**config.mk**
```make
export PLATFORM = sky130hd
export DESIGN_NAME = gpio_irq_detect
export DESIGN_NICKNAME = d
export VERILOG_FILES = /design/src/rtl/gpio_irq_detect.sv
export SDC_FILE = /design/constraint.sdc
export NUM_CORES = 1
export LEC_CHECK = 0
export ABC_AREA = 1
export BUFFER_PORTS_ARGS = -buffer_cell sky130_fd_sc_hd__clkbuf_2
export CORE_MARGIN = 3
export CORE_UTILIZATION = 40
export CTS_CLUSTER_DIAMETER = 200
export DETAILED_ROUTE_END_ITERATION = 8
export GPL_ROUTABILITY_DRIVEN = 0
export HOLD_SLACK_MARGIN = 0.12
export PLACE_DENSITY = 0.74
export SLEW_MARGIN = 10
export SYNTH_ARGS = -nofsm -noshare
export SYNTH_HDL_FRONTEND = slang
export SYNTH_SLANG_ARGS = --single-unit
```
**constraint.sdc**
```tcl
create_clock -name clk -period 1.4 [get_ports clk]
set_input_delay 0.28 -clock clk [delete_from_list [all_inputs] [get_ports clk]]
set_output_delay 0.28 -clock clk [all_outputs]
set_load 0.02 [all_outputs]
```
**src/rtl/gpio_irq_detect.sv**
```systemverilog
module gpio_irq_detect #(
  parameter int PORTS = 4,
  parameter int PINS  = 8
) (
  input  logic                    clk,
  input  logic                    rst_n,
  input  logic [PORTS*PINS-1:0]   pin_lvl,
  input  logic [PORTS*PINS*3-1:0] trig_cfg,
  input  logic [PORTS*PINS-1:0]   irq_en,
  input  logic [PORTS*PINS-1:0]   sts_clr,
  output logic [PORTS*PINS-1:0]   sts,
  output logic                    bank_irq
);
  localparam int N     = PORTS * PINS;
  localparam int WORDW = PINS * 3;

  logic [N-1:0] prev, pol_v, edg_v, both_v, rise, fall, hit;
  logic         primed;

  for (genvar p = 0; p < PORTS; p++) begin : g_port
    for (genvar b = 0; b < PINS; b++) begin : g_pin
      localparam int I = p * PINS + b;
      assign pol_v[I]  = trig_cfg[p*WORDW + b];
      assign edg_v[I]  = trig_cfg[p*WORDW + PINS + b];
      assign both_v[I] = trig_cfg[p*WORDW + 2*PINS + b];
    end
  end

  assign rise = {N{primed}} & pin_lvl & ~prev;
  assign fall = {N{primed}} & ~pin_lvl & prev;
  assign hit  = (edg_v & both_v & (rise | fall))
              | (edg_v & ~both_v & ((pol_v & rise) | (~pol_v & fall)))
              | (~edg_v & ~(pin_lvl ^ pol_v));

  always_ff @(posedge clk) begin
    if (!rst_n) begin
      prev   <= '0;
      primed <= 1'b0;
      sts    <= '0;
    end else begin
      prev   <= pin_lvl;
      primed <= 1'b1;
      sts    <= hit | (sts & ~sts_clr);
    end
  end

  assign bank_irq = |(sts & irq_en);

  a_r8_sticky: assert property (@(posedge clk) disable iff (!rst_n)
    1'b1 |=> ((($past(sts) & ~$past(sts_clr)) & ~sts) == '0));
  a_r8_clear: assert property (@(posedge clk) disable iff (!rst_n)
    1'b1 |=> ((sts & $past(sts_clr & ~hit)) == '0));
  a_r9_set_wins: assert property (@(posedge clk) disable iff (!rst_n)
    1'b1 |=> (($past(hit) & ~sts) == '0));
  a_r2_no_first_edge: assert property (@(posedge clk) disable iff (!rst_n)
    !primed |=> ((sts & $past(edg_v) & ~$past(sts)) == '0));
  a_r11_irq_source: assert property (@(posedge clk) disable iff (!rst_n)
    $rose(bank_irq) |-> ((sts & irq_en) != $past(sts & irq_en)));
endmodule

```
# Word-level counts from Yosys, hierarchy flattened
# Index checks and enable logic that the tools add are counted.
[op_classes]
shifts = 0
bitwise = 26
n_lt_le_gt_ge = 0
add_sub_neg = 0
n_mul = 0
div = 0
reduce_logical = 1
mux = 1
n_eq_ne = 0
[op_table]
columns = ["operator", "n"]
rows = [
  ["$and A32 B32 Y32", 13],
  ["$not A32 Y32", 7],
  ["$or A32 B32 Y32", 5],
  ["$reduce_or A32 Y1", 1],
  ["$xor A32 B32 Y32", 1],
  ["$mux W1", 1],
]
[word_totals]
rom_bits = 0
ramBits = 0
out_inout_bits = 33
regBits = 65
latchBits = 0
mem_count = 0
in_bits = 194

# Depth between registers and ports, before layout
# Gate-level depths: netlist of the first run.
[logic_depth]
depth_word = 9
depth_mapped = 6
mapped_depth_nobuf = 6

# Least setup slack after synthesis of the first run
# OpenSTA, ideal clock, no wires.
[synth_path]
path_type = "reg-to-output"
from = "reg sts[10]"
to = "out bank_irq"
n_path_buf = 0
path_stages_with_launch = 7
setup_slack_ns = 0.270
t_required_ns = 1.120
arrival_time_ns = 0.850
cell_sequence = "dfxtp_1 -> nand2_1 -> nand2_1 -> nor2_1 -> nand2_1 -> nor2_1 -> nand2_1"
[synth_via]
elab_chain_len = 2
[synth_rtl]
columns = ["element", "line_no", "source"]
rows = [
  ["from (decl)", "11", "output logic [PORTS*PINS-1:0] sts,"],
  ["from (signal assigned)", "43", "sts <= hit | (sts & ~sts_clr);"],
  ["$and A32 B32 Y32", "47", "assign bank_irq = |(sts & irq_en);"],
  ["$reduce_or A32 Y1", "47", ""],
  ["to (decl)", "12", "output logic bank_irq"],
]
# No other way between the ends.

# Worst setup path after layout of the first run
[layout_path]
from = "reg sts[9]"
to = "out bank_irq"
# The elaborated chain is that of the path after synthesis.

==> impl_summary.log, run 1 <==
[metrics] clock period minus final worst setup slack: roughly 1.7 ns
[metrics] endpoint arrival time on the critical path: 1.43 ns
[metrics] Iteration-0 DRC Markers: about 80
[metrics] kind of end point of the critical path: primary output
[metrics] final std cell area, no fill: 5290 µm²
[metrics] maximum achievable frequency: 583 MHz
[metrics] final setup violation count: 1
[metrics] power consumption: 4.76 mW
[metrics] synthesized cell area: 3770 µm²
[metrics] sinks on the clock net: 65
[metrics] post-DR wirelength/cell: 9.90 µm
[metrics] total of flip-flops plus latches after synthesis: 65
[metrics] critical path class: flop to primary output
[metrics] NetSw: 1.35 mW
[metrics] cells taking the most area after synthesis: dfxtp_1 (35%), nand2_1 (31%), inv_1 (13%)
[metrics] Die X-Extent: 103 µm
[metrics] CTS tree: done
[metrics] total global routing track utilization: 18.5%
[metrics] post-place instance area: 5060 µm²
[metrics] CP dominant cell by count: nand2_1
[metrics] total grt overflow: 0
[metrics] combinational share of power: 23.3%
[metrics] area growth from synthesis to layout: 40.3%
[metrics] first-pass GRT wire length: about 16 mm
[metrics] top post-synthesis cells by count: nand2_1 (309), inv_1 (129), dfxtp_1 (65)
[metrics] post-route antenna net violation count: 0
[metrics] number of antenna violations at the first check in global routing: 0
[metrics] I/O Pins: 227
[metrics] CTS H-tree lvls: 3
[metrics] most frequent cell after synthesis: nand2_1
[metrics] maximum vdd ir drop: roughly 420 µV
[metrics] portion of the clock cycle consumed by the worst path in the final layout: 122%
[metrics] total wirelength of the detailed-routed design: 9.93 mm
[metrics] synthesized instance count: 651
[metrics] Clock power frac: 33.4%
[metrics] utilization after layout: between 50 and 60%
[metrics] yosys warns: 0
[metrics] max-slew violation total from the final report: 0
[metrics] number of standard cells in the layout, taps in and fillers out: 1003
[metrics] I/O Buffers: 226
[metrics] critical-path cell list: nand2_1 > nand2_1 > nor2_1 > nand2_1 > nor2_1 > buf_4 > nand2_2 > buf_8
[metrics] slowest library cell on the worst path: dfxtp_2
[metrics] per-instance average area after synthesis: about 5.8 µm²
[metrics] Clock transition at path regs: approximately 0.070 ns
[metrics] cell type with the largest total area after synthesis: dfxtp_1
[metrics] internal power contribution: 3.41 mW
[metrics] share of synthesized registers carrying an async set or reset: 0%
[metrics] vertical die dimension: 103 µm
[metrics] final-report hold violation count: 0
[metrics] vias after detailed routing: 4347
[metrics] Inserted Clock Buffers: 9
[metrics] placement-stage worst setup slack: -0.0235 ns
[metrics] fraction of power spent switching nets: around 28%
[metrics] failing checks: negative setup slack
[metrics] layout cell share with drive strength beyond 1: 33.3%
[metrics] Max stage delay on crit path: 0.32 ns
[metrics] CP required: 1.12 ns
[metrics] final worst slack: -0.314 ns
[metrics] post-route DRC violation count: 0
[metrics] class of the most critical hold timing path: input pin to flop
[metrics] clock root buffer: clkbuf_8
[metrics] via/cell ratio: 4.33
[metrics] largest net degree at the start of global routing: 33
[metrics] Layout Skew: 0.00917 ns
[metrics] Power Dens Cells: 901 nW/µm²
[metrics] first-pass detailed-route iteration total: 4
[metrics] clock network latency to the later pin of the worst-skew pair: 0.33 ns
[metrics] Max transition margin: 81.8%
[metrics] CP Max Fanout: 2
[metrics] DP Wirelength: 8.24 mm
[metrics] Max-Cap Viols: 0
[metrics] final sum of negative setup slack: -0.314 ns
[metrics] fill cell count: 944
[metrics] instance count after placement with tap cells included: 986
[metrics] portion of total power attributed to sequential cells: 43.4%
[metrics] type of element launching the critical path: flop
[metrics] setup repair after global routing missed its margin: yes
[metrics] maximum number of buffers from clock root to sink: 2
[metrics] core footprint: 8930 µm²
[metrics] Synth top area share: 34.6%
[metrics] net count of the mapped netlist: between 800 and 900
[metrics] result of the run: finished, violations left
[metrics] Main synth FF type: dfxtp_1
[metrics] worst-margin pin slew: around 0.27 ns
[metrics] Antenna diodes: 0
[metrics] via count of the first global-routing pass: 3748
[metrics] number of nets in the layout: around 1100
[metrics] count of cell types in the netlist: 10
[metrics] Site Rows: 34
[metrics] Pleak: about 3.4 nW
[metrics] sequential-to-total area share from yosys stat: 34.6%
[metrics] Starting Density: 42.2%
[metrics] Post-synth EDFFs: 0
[metrics] minimum hold slack: 0.178 ns
[metrics] area of the die: roughly 11000 µm²
## final timing paths
kind                            slack, ns  startpoint        to  depth (start not counted)
worst max register to register       0.28      primed   sts[30]                          5
worst min register to register       0.48     sts[10]   sts[10]                          2
worst max-delay path                -0.31      sts[9]  bank_irq                          8
worst min-delay path                 0.18  pin_lvl[3]   prev[3]                          3
## cells by family after synthesis
logic type      after synthesis  synth area share [%]
simple gates                415                  45.6
buf+inv                     139                  14.7
compound gates               32                  5.15
flops                        65                  34.6
## cells in the final DEF, fill, tap and decap left out
| cell | synthesis | layout |
|---|---|---|
| clkbuf_8 | 0 | 11 |
| clkinv_2 | 0 | 2 |
| dfxtp_1 | 65 | 62 |
| buf_8 | 0 | 1 |
| buf_4 | 0 | 12 |
| nand3_1 | 64 | 64 |
| nor2_1 | 10 | 10 |
| clkbuf_2 | 0 | 225 |
| a21oi_2 | 9 | 9 |
| clkbuf_1 | 0 | 1 |
| nand2_1 | 309 | 308 |
| bufinv_16 | 0 | 1 |
| nand2_2 | 0 | 1 |
| a21oi_1 | 23 | 23 |
| dfxtp_2 | 0 | 3 |
| inv_1 | 129 | 129 |
| buf_12 | 0 | 1 |
| or2_2 | 32 | 32 |
## power groups by stage
| stage | registers, mW | clock network [mW] | logic [mW] |
|---|---|---|---|
| 2_1_floorplan | 2.19 | 0 | 0.497 |
| 3_3_place_gp | 2.10 | 0 | 1.09 |
| 3_5_place_dp | 2.11 | 0 | 1.10 |
| 4_1_cts | 2.06 | 1.64 | 1.12 |
| 5_1_grt | 2.08 | 1.73 | 1.27 |
| 6_report | 2.06 | 1.59 | 1.11 |
## routing by layer
layer  vias to the layer above  wire, µm  global-route usage, %
li1                       2406         -                      -
met1                      1787      4160                   21.4
met2                       141      4830                   32.7
met3                        13       786                   4.47
met4                         0       159                   7.07
met5                         -         0                      0
## worst max-delay path: cells and delay by family, from the launching register on
| family | cells | cell delay [ns] |
|---|---|---|
| DFF | 1 | 0.32 |
| buffers and inverters | 2 | 0.24 |
| and+or+nand+nor | 6 | 0.54 |
## sequential cells by signal, indices dropped and copies added, names as in the netlist
| name | count |
|---|---|
| primed | 1 |
| prev | 32 |
| sts | 32 |
## what timing repair did
| item | 4_1_cts | 5_1_grt |
|---|---|---|
| setup buffers | 2 | 0 |
| hold buffers | 0 | 0 |
| pin swaps | 6 | 3 |
| gates cloned | 0 | 0 |
| setup endpoints to repair | 1 | 1 |
| gates resized for setup | 5 | 2 |
## cell type report
cell class / count / area, µm² / area share [%]
Tap cell: 108 / 135 / 2.56
Sequential cell: 65 / 1310 / 24.7
Clock inverter: 3 / 40.0 / 0.758
Multi-Input combinational cell: 447 / 1910 / 36.2
Timing Repair Buffer: 239 / 1250 / 23.7
Clock buffer: 12 / 155 / 2.94
Inverter: 129 / 484 / 9.16
No activity file was read; power rests on OpenSTA's default activity.
==> run 2: changes to the inputs <==
--- a/config.mk
+++ b/config.mk
@@ -5,7 +5,6 @@
 export SDC_FILE = /design/constraint.sdc
 export NUM_CORES = 1
 export LEC_CHECK = 0
-export ABC_AREA = 1
 export BUFFER_PORTS_ARGS = -buffer_cell sky130_fd_sc_hd__clkbuf_2
 export CORE_MARGIN = 3
 export CORE_UTILIZATION = 40
@@ -13,7 +12,7 @@
 export DETAILED_ROUTE_END_ITERATION = 8
 export GPL_ROUTABILITY_DRIVEN = 0
 export HOLD_SLACK_MARGIN = 0.12
-export PLACE_DENSITY = 0.74
+export PLACE_DENSITY = 0.76
 export SLEW_MARGIN = 10
 export SYNTH_ARGS = -nofsm -noshare
 export SYNTH_HDL_FRONTEND = slang
==> impl_summary.log, run 2 <==
[metrics] result of the run: finished, violations left
[metrics] failing checks: negative setup slack
[metrics] total global routing track utilization: 21.0% (+2.5 points)
[metrics] critical path depth in cells: 5 (-3)
[metrics] minimum hold slack: 0.210 ns (+0.0314 ns)
[metrics] slowest library cell on the worst path: or4_4
[metrics] area of the die: 9800 µm² (-7.7%)
[metrics] class of the most critical hold timing path: input pin to flop
[metrics] count of cell types in the netlist: 15 (+5)
[metrics] cell type with the largest total area after synthesis: dfxtp_1
[metrics] final std cell area, no fill: 5230 µm² (-1.0%)
[metrics] vertical die dimension: 99 µm (-3.9%)
[metrics] Regs by FF count: prev (32), sts (32), primed (1)
[metrics] sink of the worst hold path: prev[2]
[metrics] synthesized cell area: 3460 µm² (-8.1%)
[metrics] critical path class: flop to primary output
[metrics] Synth top area share: 37.6% (+3.1 points)
[metrics] share of synthesized registers carrying an async set or reset: 0% (unchanged)
[metrics] endpoint arrival time on the critical path: 1.70 ns (+0.27 ns)
[metrics] multi-input gate area in the final layout: 2030 µm² (+6.0%)
[metrics] post-place instance area: 4980 µm² (-1.5%)
[metrics] final-report hold violation count: 0 (unchanged)
[metrics] most frequent standard cell in the layout excluding fill and tap cells: clkbuf_2
[metrics] type of element launching the critical path: flop
[metrics] via count of the first global-routing pass: 3842 (+2.5%)
[metrics] Site Rows: 33 (-2.9%)
[metrics] vias after detailed routing: 3634 (-16%)
[metrics] crit-path leading delay family: simple AND/OR/NAND/NOR gates
[metrics] I/O Buffers: 226 (unchanged)
[metrics] Iteration-0 DRC Markers: 59 (-28%)
[metrics] Inserted Clock Buffers: 9 (unchanged)
[metrics] number of nets in the layout: 842 (-22%)
[metrics] commonest cells after routing, fill and taps aside: clkbuf_2 (225), xnor2_1 (63), dfxtp_1 (50)
[metrics] flip-flop and latch area: 1320 µm² (+1.2%)
[metrics] layout cell share with drive strength beyond 1: 46.1% (+13 points)
[metrics] cells taking the most area after synthesis: dfxtp_1 (38%), xnor2_1 (16%), xor2_1 (8.1%)
[metrics] DP Wirelength: 8.76 mm (+6.2%)
[metrics] first-pass GRT wire length: 16.8 mm (+7.1%)
[metrics] startpoint of the most critical hold path: pin_lvl[2]
[metrics] final setup violation count: 1 (unchanged)
[metrics] Hold Path Stages: 2 (-1)
[metrics] most frequent cell after synthesis: dfxtp_1
[metrics] post-DR wirelength/cell: 13.6 µm (+37%)
[metrics] maximum number of buffers from clock root to sink: 2 (unchanged)
[metrics] total of flip-flops plus latches after synthesis: 65 (unchanged)
[metrics] number of antenna violations at the first check in global routing: 0 (unchanged)
[metrics] Pleak: 2.47 nW (-27%)
[metrics] final worst slack: -0.576 ns (-0.262 ns)
[metrics] core footprint: 8300 µm² (-7.1%)
[metrics] Antenna diodes: 0 (unchanged)
[metrics] synthesized instance count: 384 (-41%)
[metrics] Main synth FF type: dfxtp_1
[metrics] kind of end point of the critical path: primary output
[metrics] capture point of the worst reg-to-reg path: sts[11]
[metrics] CP required: 1.12 ns (about the same)
[metrics] CP Max Fanout: 2 (unchanged)
[metrics] setup repair after global routing missed its margin: yes
[metrics] worst-margin pin slew: 0.307 ns (+0.0347 ns)
[metrics] CTS H-tree lvls: 3 (unchanged)
[metrics] worst path buffer plus inverter count: 2 (unchanged)
[metrics] count of hold buffers inserted by post-cts repair: 0 (unchanged)
[metrics] source of the worst register-to-register timing path: primed
[metrics] maximum vdd ir drop: 684 µV (+64%)
[metrics] fill cell count: 715 (-24%)
[metrics] clock period minus final worst setup slack: 1.98 ns (+0.262 ns)
[metrics] net count of the mapped netlist: 578 (-32%)
[metrics] area growth from synthesis to layout: 51.2%
[metrics] per-instance average area after synthesis: 9.01 µm² (+56%)
[metrics] yosys warns: 0 (unchanged)
[metrics] power consumption: 5.11 mW (+7.2%)
[metrics] Max transition margin: 79.5% (-2.3 points)
[metrics] critical-path cell list: a22oi_2 > buf_4 > nand4_1 > or4_4 > buf_8
[metrics] slack of the worst reg-to-reg path: 0.26 ns (-0.02 ns)
[metrics] Max stage delay on crit path: 0.44 ns (+0.12 ns)
[metrics] Post-synth EDFFs: 0 (unchanged)
[metrics] I/O Pins: 227 (unchanged)
[metrics] first-pass detailed-route iteration total: 6 (+2)
[metrics] Starting Density: 41.7% (-0.47 points)
[metrics] maximum achievable frequency: 506 MHz (-13%)
[metrics] post-route DRC violation count: 0 (unchanged)
[metrics] depth of the worst register-to-register path: 4 (-1)
[metrics] post-route antenna net violation count: 0 (unchanged)
[metrics] CTS tree: done
[metrics] Layout Skew: 0.00467 ns (-0.00450 ns)
[metrics] max-slew violation total from the final report: 0 (unchanged)
[metrics] sequential-to-total area share from yosys stat: 37.6% (+3.1 points)
[metrics] clock root buffer: clkbuf_8
[metrics] setup bufs post-CTS: 0 (-2)
[metrics] top post-synthesis cells by count: dfxtp_1 (65), xnor2_1 (63), inv_1 (33)
[metrics] Clock transition at path regs: 0.07 ns (about the same)
[metrics] Die X-Extent: 99 µm (-3.9%)
[metrics] via/cell ratio: 4.79 (+11%)
[metrics] portion of the clock cycle consumed by the worst path in the final layout: 141% (+19 points)
[metrics] total grt overflow: 0 (unchanged)
[metrics] Power Dens Cells: 976 nW/µm² (+8.3%)
[metrics] total wirelength of the detailed-routed design: 10.3 mm (+3.6%)
[metrics] Max-Cap Viols: 0 (unchanged)
[metrics] sinks on the clock net: 65 (unchanged)
[metrics] largest net degree at the start of global routing: 29 (-12%)
[metrics] clock network latency to the later pin of the worst-skew pair: 0.33 ns (about the same)
## run 2: area by class of cell
cell class                 instances  share of cell area [%]
timing repair buffer             263                    27.1
tap                              105                    2.51
inverter                          33                    2.37
sequential                        65                    25.2
multi-input combinational        276                    38.8
clock inverter                     2                   0.670
clock buffer                      14                    3.30
## run 2: kinds of logic (layout without fill, tap and decap cells)
| kind of cell | Yosys count | count (layout) | share of synthesized area [%] |
|---|---|---|---|
| simple gates | 69 | 69 | 10.2 |
| buf+inv | 43 | 312 | 4.70 |
| flops | 65 | 65 | 37.6 |
| compound gates | 112 | 112 | 23.4 |
| xor+xnor | 95 | 95 | 24.1 |
## run 2: worst max path at each step
stage | start | end | slack, ns
finish | sts[1] | bank_irq | -0.58
global route | sts[2] | bank_irq | -0.67
CTS | sts[2] | bank_irq | -0.69
detailed placement | irq_en[1] | bank_irq | -0.49
global placement | irq_en[1] | bank_irq | -0.49
floorplan | sts[15] | bank_irq | -0.07
## run 2: worst reg2reg max path, delay by kind of cell (launching register included)
family / cells / cell delay [ns]
AOI/OAI and AO/OA: 2 / 0.26
buffers and inverters: 2 / 0.47
DFF: 1 / 0.30
## run 2: metrics by stage
stage	worst slack [ns]	setup TNS, ns	util, %	cells
2_1_floorplan	-0.0660	-0.0660	-	384
3_3_place_gp	-0.490	-0.490	60.0	742
3_5_place_dp	-0.494	-0.494	60.0	742
4_1_cts	-0.687	-0.687	62.9	758
5_1_grt	-0.665	-0.665	63.0	758
6_report	-0.576	-0.576	63.0	758
## run 2: timing repair
action	in CTS	in global routing
hold endpoints to repair	0	0
pin swaps	3	3
setup endpoints to repair	1	1
resized for setup	6	3
## run 2: where the power goes
part | total (mW) | switching (mW) | internal (mW) | leakage (nW)
clock | 1.64 | 0.675 | 0.969 | 0.107
combinational | 1.36 | 0.629 | 0.730 | 1.82
sequential | 2.10 | 0.102 | 2.00 | 0.546
## run 2: metal layers
metal | routed length, µm | part of all wire [%] | global-route usage, %
met4 | 98 | 0.95 | 5.04
met1 | 4060 | 39 | 23.2
met2 | 5410 | 53 | 39.8
met3 | 723 | 7.0 | 5.10
met5 | 0 | 0 | 0
==> run 3: changes to the inputs <==
--- a/config.mk
+++ b/config.mk
@@ -12,7 +12,7 @@
 export DETAILED_ROUTE_END_ITERATION = 8
 export GPL_ROUTABILITY_DRIVEN = 0
 export HOLD_SLACK_MARGIN = 0.12
-export PLACE_DENSITY = 0.76
+export PLACE_DENSITY = 0.77
 export SLEW_MARGIN = 10
 export SYNTH_ARGS = -nofsm -noshare
 export SYNTH_HDL_FRONTEND = slang
==> constraint.sdc (replaced) <==
create_clock -name clk -period 2.52 [get_ports clk]
set_input_delay 0.504 -clock clk [delete_from_list [all_inputs] [get_ports clk]]
set_output_delay 0.504 -clock clk [all_outputs]
set_load 0.02 [all_outputs]
==> impl_summary.log, run 3 (same netlist as run 2, synthesis figures left out) <==
[metrics] NetSw: 768 µW (-45%)
[metrics] final std cell area, no fill: 4880 µm² (-6.7%)
[metrics] class of the most critical hold timing path: input pin to flop
[metrics] total global routing track utilization: 20.4% (-0.54 points)
[metrics] number of nets in the layout: 808 (-4.0%)
[metrics] critical path launch point: sts[7]
[metrics] portion of total power attributed to sequential cells: 45.4% (+4.2 points)
[metrics] maximum achievable frequency: 418 MHz
[metrics] clock period minus final worst setup slack: 2.39 ns
[metrics] Iteration-0 DRC Markers: 53 (-10%)
[metrics] clock root buffer: clkbuf_8
[metrics] source of the worst register-to-register timing path: primed
[metrics] I/O Buffers: 226 (unchanged)
[metrics] worst-margin pin slew: 0.635 ns (+0.328 ns)
[metrics] CTS tree: done
[metrics] Clock transition at path regs: 0.07 ns (about the same)
[metrics] setup bufs post-CTS: 0 (unchanged)
[metrics] count of hold buffers inserted by post-cts repair: 0 (unchanged)
[metrics] area growth from synthesis to layout: 41.1%
[metrics] endpoint arrival time on the critical path: 1.89 ns (+0.19 ns)
[metrics] final setup violation count: 0 (-1)
[metrics] Die X-Extent: 99 µm (unchanged)
[metrics] setup repair after global routing missed its margin: no
[metrics] largest net degree at the start of global routing: 34 (+17%)
[metrics] portion of the clock cycle consumed by the worst path in the final layout: 94.8%
[metrics] Inserted Clock Buffers: 9 (unchanged)
[metrics] result of the run: completed
[metrics] final sum of negative setup slack: 0 ns (+0.576 ns)
[metrics] fill cell count: 762 (+6.6%)
[metrics] vias after detailed routing: 3554 (-2.2%)
[metrics] Power Dens Cells: 532 nW/µm² (-46%)
[metrics] most frequent standard cell in the layout excluding fill and tap cells: clkbuf_2
[metrics] first-pass GRT wire length: 16.1 mm (-3.9%)
[metrics] I/O Pins: 227 (unchanged)
[metrics] fraction of power spent switching nets: 29.6% (+2.1 points)
[metrics] Regs by FF count: prev (32), sts (32), primed (1)
[metrics] total grt overflow: 0 (unchanged)
[metrics] via/cell ratio: 4.92 (+2.5%)
[metrics] CP Max Fanout: 3 (+1)
[metrics] Max transition margin: 57.7% (-22 points)
[metrics] final-report hold violation count: 0 (unchanged)
[metrics] CTS H-tree lvls: 3 (unchanged)
[metrics] total wirelength of the detailed-routed design: 10.1 mm (-1.5%)
[metrics] number of antenna violations at the first check in global routing: 1 (+1)
[metrics] critical path class: flop to primary output
[metrics] Max-Cap Viols: 0 (unchanged)
[metrics] Site Rows: 33 (unchanged)
[metrics] clock network latency to the later pin of the worst-skew pair: 0.33 ns (about the same)
[metrics] quantity of gates resized following cts: 0 (-6)
[metrics] first-pass detailed-route iteration total: 4 (-2)
[metrics] slowest library cell on the worst path: or4_1
[metrics] commonest cells after routing, fill and taps aside: clkbuf_2 (226), dfxtp_1 (65), xnor2_1 (63)
[metrics] internal power contribution: 1.83 mW (-51%)
[metrics] combinational share of power: 25.4% (-1.2 points)
[metrics] startpoint of the most critical hold path: pin_lvl[14]
[metrics] area of the die: 9800 µm² (unchanged)
[metrics] Pleak: 2.26 nW (-8.4%)
[metrics] maximum number of buffers from clock root to sink: 2 (unchanged)
[metrics] post-place instance area: 4720 µm² (-5.3%)
[metrics] Clock power frac: 29.2% (-3.0 points)
[metrics] vertical die dimension: 99 µm (unchanged)
[metrics] CP required: 2.02 ns (+0.90 ns)
[metrics] critical-path cell list: a22oi_1 > nand4_1 > or4_1 > clkbuf_2
[metrics] Max stage delay on crit path: 0.54 ns (+0.10 ns)
[metrics] Layout Skew: 0.0107 ns (+0.00598 ns)
[metrics] max-slew violation total from the final report: 0 (unchanged)
[metrics] post-route antenna net violation count: 0 (unchanged)
[metrics] sinks on the clock net: 65 (unchanged)
[metrics] DP Wirelength: 8.55 mm (-2.3%)
[metrics] post-DR wirelength/cell: 14.0 µm (+3.2%)
[metrics] Antenna diodes: 0 (unchanged)
[metrics] layout cell share with drive strength beyond 1: 39.5% (-6.6 points)
[metrics] via count of the first global-routing pass: 3594 (-6.5%)
[metrics] maximum vdd ir drop: 290 µV (-58%)
[metrics] core footprint: 8300 µm² (unchanged)
[metrics] kind of end point of the critical path: primary output
[metrics] post-route DRC violation count: 0 (unchanged)
[metrics] type of element launching the critical path: flop
[metrics] Starting Density: 41.7% (unchanged)
## run 3: final timing paths
kind	cells past startpoint	endpoint	slack, ns
worst min register to register	3	sts[2]	0.67
worst max-delay path	4	bank_irq	0.13
worst min-delay path	2	prev[14]	0.43
worst max register to register	4	sts[9]	1.05
## run 3: layout make-up
type | instances | area [µm²] | share of cell area, %
repair buffers | 229 | 1170 | 23.9
flip-flops and latches | 65 | 1300 | 26.7
clock buffers | 12 | 145 | 2.97
multi-input cells | 276 | 2000 | 40.9
clock inverters | 3 | 17.5 | 0.359
inverters | 33 | 124 | 2.54
well taps | 105 | 131 | 2.69
## run 3: critical path: cells and delay by family (launching register included)
kind                   cells  cell delay, ns
and+or+nand+nor            2            0.70
buffers and inverters      1            0.18
AOI/OAI and AO/OA          1            0.34
DFF                        1            0.34
## run 3: power by group through the flow
stage                     Combinational (mW)  Clock (mW)  Sequential, mW
after floorplan                        0.304           0            1.25
after global placement                 0.647           0            1.20
after detailed placement               0.665           0            1.20
after CTS                              0.669       0.786            1.18
after global routing                   0.730       0.844            1.19
final                                  0.658       0.757            1.18
## run 3: metal layers
layer	share of wire [%]	wire [µm]	track usage, %	vias to the layer above
li1	-	-	-	1779
met1	38	3800	21.6	1612
met2	52	5250	37.9	145
met3	8.9	902	6.16	16
met4	1.5	154	7.67	2
met5	0.14	14	0	-
## run 3: through the flow
step | util (%) | total power [mW] | hold slack [ns] | setup slack (ns) | std cells
finish | 58.8 | 2.59 | 0.434 | 0.130 | 723
global route | 58.8 | 2.76 | 0.419 | 0.00210 | 723
CTS | 58.8 | 2.63 | 0.413 | 0.0418 | 723
detailed placement | 56.9 | 1.87 | 0.657 | 0.165 | 708
global placement | 56.9 | 1.84 | 0.645 | 0.147 | 708
floorplan | - | 1.55 | 0.532 | 0.624 | 384
